===== config.mk =====
export PLATFORM = sky130hd
export DESIGN_NAME = alu4s_core
export DESIGN_NICKNAME = d
export VERILOG_FILES = /design/src/rtl/alu4s_pkg.sv /design/src/rtl/alu4s_arith.sv /design/src/rtl/alu4s_logic.sv /design/src/rtl/alu4s_outmux.sv /design/src/rtl/alu4s_core.sv
export SDC_FILE = /design/constraint.sdc
export NUM_CORES = 1
export LEC_CHECK = 0
export BUFFER_PORTS_ARGS = -buffer_cell sky130_fd_sc_hd__buf_2
export CAP_MARGIN = 0
export CORE_MARGIN = 2
export CORE_UTILIZATION = 30
export DETAILED_ROUTE_END_ITERATION = 8
export GPL_TIMING_DRIVEN = 0
export PLACE_DENSITY_LB_ADDON = 0.08
export SLEW_MARGIN = 15
export SYNTH_ARGS = -nofsm -noshare
export SYNTH_HDL_FRONTEND = slang
export SYNTH_SLANG_ARGS = --single-unit

===== constraint.sdc =====
create_clock -name vclk -period 5.8
set_input_delay 0.58 -clock vclk [all_inputs]
set_output_delay 0.58 -clock vclk [all_outputs]
set_load 0.005 [all_outputs]

===== src/rtl/alu4s_pkg.sv =====
package alu4s_pkg;

    typedef enum logic [1:0] {
        LG_AND  = 2'b00,
        LG_OR   = 2'b01,
        LG_XOR  = 2'b10,
        LG_NOTX = 2'b11
    } logic_op_e;

    // source of the adder's second input, decoded from sel[2:1]
    typedef enum logic [1:0] {
        ASRC_ZERO = 2'b00,
        ASRC_Y    = 2'b01,
        ASRC_YINV = 2'b10,
        ASRC_ONES = 2'b11
    } add_src_e;

    typedef struct packed {
        logic      is_logic;
        add_src_e  a_src;
        logic      cin;
        logic_op_e lop;
    } sel_dec_t;

    function automatic sel_dec_t decode_sel(input logic [3:0] s);
        sel_dec_t d;
        d.is_logic = s[3];
        d.a_src    = add_src_e'(s[2:1]);
        d.cin      = s[0];
        d.lop      = logic_op_e'(s[1:0]);
        return d;
    endfunction

endpackage


===== src/rtl/alu4s_arith.sv =====
module alu4s_arith
    import alu4s_pkg::*;
#(
    parameter int W = 4
) (
    input  logic [W-1:0] x,
    input  logic [W-1:0] y,
    input  add_src_e     a_src,
    input  logic         cin,
    output logic [W-1:0] res,
    output logic         cout
);

    logic [W-1:0] a_in;

    // per-bit operand steering: a = s2 & ~y | s1 & y
    for (genvar gi = 0; gi < W; gi++) begin : g_asel
        always_comb begin
            unique case (a_src)
                ASRC_ZERO: a_in[gi] = 1'b0;
                ASRC_Y:    a_in[gi] = y[gi];
                ASRC_YINV: a_in[gi] = ~y[gi];
                default:   a_in[gi] = 1'b1;
            endcase
        end
    end

    // ripple adder
    always_comb begin
        logic c;
        c = cin;
        for (int i = 0; i < W; i++) begin
            res[i] = a_in[i] ^ x[i] ^ c;
            c      = (a_in[i] & x[i]) | (c & (a_in[i] ^ x[i]));
        end
        cout = c;
    end

    always_comb begin

        if (a_src == ASRC_ZERO && !cin)
            zero_pass_chk: assert (res == x && cout == 1'b0)
                else $error("R1 transfer through zero source altered x");

        if (a_src == ASRC_ONES && cin)
            ones_wrap_chk: assert (res == x && cout == 1'b1)
                else $error("R2 all-ones plus carry did not wrap to x");
    end

endmodule


===== src/rtl/alu4s_logic.sv =====
module alu4s_logic
    import alu4s_pkg::*;
#(
    parameter int W = 4
) (
    input  logic [W-1:0] x,
    input  logic [W-1:0] y,
    input  logic_op_e    lop,
    output logic [W-1:0] res
);

    for (genvar gi = 0; gi < W; gi++) begin : g_bit
        always_comb begin
            unique case (lop)
                LG_AND:  res[gi] = x[gi] & y[gi];
                LG_OR:   res[gi] = x[gi] | y[gi];
                LG_XOR:  res[gi] = x[gi] ^ y[gi];
                default: res[gi] = ~x[gi];
            endcase
        end
    end

    always_comb begin

        if (lop == LG_NOTX)
            notx_chk: assert ((res ^ x) == {W{1'b1}})
                else $error("R6 complement result depends on more than x");
    end

endmodule


===== src/rtl/alu4s_outmux.sv =====
module alu4s_outmux #(
    parameter int W = 4
) (
    input  logic         pick_logic,
    input  logic [W-1:0] arith_res,
    input  logic         arith_co,
    input  logic [W-1:0] logic_res,
    output logic [W-1:0] g,
    output logic         co
);

    always_comb begin
        g  = pick_logic ? logic_res : arith_res;
        co = pick_logic ? 1'b0 : arith_co;
    end

endmodule


===== src/rtl/alu4s_core.sv =====
module alu4s_core
    import alu4s_pkg::*;
#(
    parameter int W = 4
) (
    input  logic [W-1:0] x,
    input  logic [W-1:0] y,
    input  logic [3:0]   sel,
    output logic [W-1:0] g,
    output logic         co
);

    sel_dec_t     dec;
    logic [W-1:0] ar_res;
    logic         ar_co;
    logic [W-1:0] lg_res;

    always_comb dec = decode_sel(sel);

    alu4s_arith #(.W(W)) u_arith (
        .x     (x),
        .y     (y),
        .a_src (dec.a_src),
        .cin   (dec.cin),
        .res   (ar_res),
        .cout  (ar_co)
    );

    alu4s_logic #(.W(W)) u_logic (
        .x   (x),
        .y   (y),
        .lop (dec.lop),
        .res (lg_res)
    );

    alu4s_outmux #(.W(W)) u_mux (
        .pick_logic (dec.is_logic),
        .arith_res  (ar_res),
        .arith_co   (ar_co),
        .logic_res  (lg_res),
        .g          (g),
        .co         (co)
    );

    always_comb begin

        if (sel[3])
            logic_co_zero_chk: assert (co == 1'b0)
                else $error("R8 carry out high in logic mode");

        if (sel[3])
            logic_route_chk: assert (g == lg_res)
                else $error("R7 logic-mode result not from logic unit");

        if (!sel[3])
            arith_route_chk: assert (g == ar_res && co == ar_co)
                else $error("R1 arithmetic-mode result not from adder");
    end

endmodule


==> key figures <==
Drt
  – Via count: 418
  – DR vias/cell: 4.860
  – DRT iter0 DRCs: 4
  – Routed wire per std cell: 10.34 um
  – DRC Markers: 0
  – Drt first pass iters: 4
  – DRT Wirelength: 889 um
  – ANT nets after route: 0

Critical path
  – Maximum fanout along the worst path: 3
  – WP data arrival: about 2.9 ns
  – Buf/Inv on CP: 5
  – Critical path's slowest cell: fa_1
  – CP peak stage delay: 0.49 ns
  – Critical Path Stages: 11
  – Largest delay share family, worst path: adder cells
  – Critical Path Sink: g[3]
  – Critical path launch point: y[0]
  – Worst Path Required: 5.22 ns
  – Startpoint type of the worst setup path: input port
  – CP cell instances: buf_2 > mux2_2 > fa_1 > inv_1 > fa_1 > inv_1 > fa_1 > fa_1 > inv_1 > o221ai_2 > buf_2
  – Setup crit end kind: output port
  – CP most frequent cell: fa_1
  – Crit path kind: in -> out

Place
  – Final HPWL DP: 798.9 um
  – Post-place setup slack: 2.353 ns
  – Routability cong.: 0.7431
  – Port Buffer Count: 17

Synthesis
  – Syn Inst Count: 54
  – Cell area after synthesis: 449.2 um2
  – Cell variety after synth: 21
  – Ys Warns: 0
  – Avg Cell Area, Syn: 8.318 um2
  – Seq/Total Area, Yosys: 0%
  – Synthesized Nets: 78
  – Share of the synthesized area in the top cell type: 22.28%
  – Synth area leader: ha_1
  – Synth area leaders: ha_1, fa_1, inv_1

Timing
  – RSZ-0062 raised after global routing: false
  – Setup TNS: 0 ns
  – Achievable clock frequency: 0.2909 GHz
  – Final setup violating endpoints: 0
  – PnR worst setup slack: 2.363 ns
  – Rel. slew slack: just under 90%
  – Max-slew violation count: 0
  – Final hold vios: 0
  – Period utilization: between 50% and 60%
  – Worst Tran Pin Value: approximately 0.18 ns
  – Crit path time final: 3.437 ns

Final layout
  – Clock buffers: 0
  – Most common cell after layout, fill and taps aside: buf_2
  – Nets: between 90 and 100
  – Commonest non-fill, non-tap cells in the layout: buf_2, inv_1, ha_1, nand2_1, fa_1
  – Ratio of cells with drive above 1 in the final layout: around two fifths
  – Number of diodes: 0
  – Layout area overhead: 23.12%
  – FILL cells: 147
  – FF/Latch Area: 0 um2
  – Sequential cell count: 0

Clock network
  – Setup Fix Bufs, Post-CTS: 0
  – Post-CTS Hold Buffers: 0
  – Post_cts resized: 0

Floorplanning
  – Die Wd: 42.70 um
  – Initial Utilization: between 30% and 40%
  – Die area: 0.001823 mm2
  – I/O pin total: 17
  – # rows: 13
  – Core area: 0.001350 mm2
  – Die Y: 42.70 um

Global route
  – First-pass GRT wire length: between 1.5 and 2 mm
  – M3 GR Usage: 0%
  – Routing usage on met1: 14.87%
  – All-layer global routing usage: 10.66%
  – Layer with the highest usage: met2
  – Pin count of the biggest net entering global routing: 11
  – Met2 Track Usage GR: 19.39%
  – Vias in the first global route: about 390
  – Total grt overflow: 0
  – Initial antenna violation count: 0

Status
  – Status: completed

Flow run
  – MaxCap Viol Count: 0

Pwr
  – Static Leak: 0.3090 nW
  – Worst VDD drop: 38.27 uV
  – PD cells: 77.46 mW/mm2

Worst hold path
  – Hold Crit Class: in -> out
  – Hold_sp: sel[3]
-- cell families (layout without fill, tap and decap cells) --
logic type / count (synthesis) / count (layout) / synth area share [%]
buffers and inverters: 15 / 32 / 14.21
AND/OR/NAND/NOR: 11 / 11 / 12.54
multiplexers: 5 / 5 / 11.98
AO/OA/AOI/OAI: 11 / 11 / 21.17
adder cells (fa/ha/maj): 12 / 12 / 40.11
-- power breakdown --
part | total (mW) | leakage [nW] | internal, mW | switching [mW]
clock network | 0 | 0 | 0 | 0
logic | 0.0428 | 0.309 | 0.0213 | 0.0216
registers | 0 | 0 | 0 | 0
total | 0.0428 | 0.309 | 0.0213 | 0.0216
-- cells in the mapped netlist, drive strengths merged --
library cell and n:
o211ai 3, o21ai 3, a21oi 1, buf 1
nor2 2, and2 1, ha 8, nand2 6
o221ai 3, o221a 1, mux2i 2, mux2 3
and2b 2, inv 14, fa 4
-- metrics by stage --
stage / utilization (%) / instance area (um2) / cells / total power, mW / hold WS, ns
detailed placement: 40.96 / 553.0 / 86 / 0.04416 / 1.564
floorplan: - / 449.2 / 54 / 0.02646 / 1.248
finish: 40.96 / 553.0 / 86 / 0.04284 / 1.562
global placement: 40.96 / 553.0 / 86 / 0.04328 / 1.574
global route: 40.96 / 553.0 / 86 / 0.05003 / 1.597
CTS: 40.96 / 553.0 / 86 / 0.04419 / 1.565
-- final cells by class --
cell class,instances,area (um2),share of cell area (%)
multi-input combinational,39,385.4,69.68
inverter,14,52.55,9.502
timing repair buffer,17,85.08,15.38
tap,15,18.77,3.394
buffer,1,11.26,2.036
-- metal layers --
metal  share of wire (%)  vias to the layer above
met4                   0                        0
li1                    -                      213
met1                  48                      197
met5                   0                        -
met2                  49                        8
met3                 2.7                        0
-- worst min-delay path: stages --
cell	delay, ns
buf_2	0.16
o221ai_2	0.11
buf_2	0.13
-- worst min-delay path by stage --
stage / to / slack [ns] / cells past startpoint
6_report: g[3] / 1.56 / 3
2_1_floorplan: g[3] / 1.25 / 1
4_1_cts: g[3] / 1.56 / 3
3_5_place_dp: g[3] / 1.56 / 3
5_1_grt: g[3] / 1.60 / 3
3_3_place_gp: g[3] / 1.57 / 3
Power figures use the tool's default switching activity.
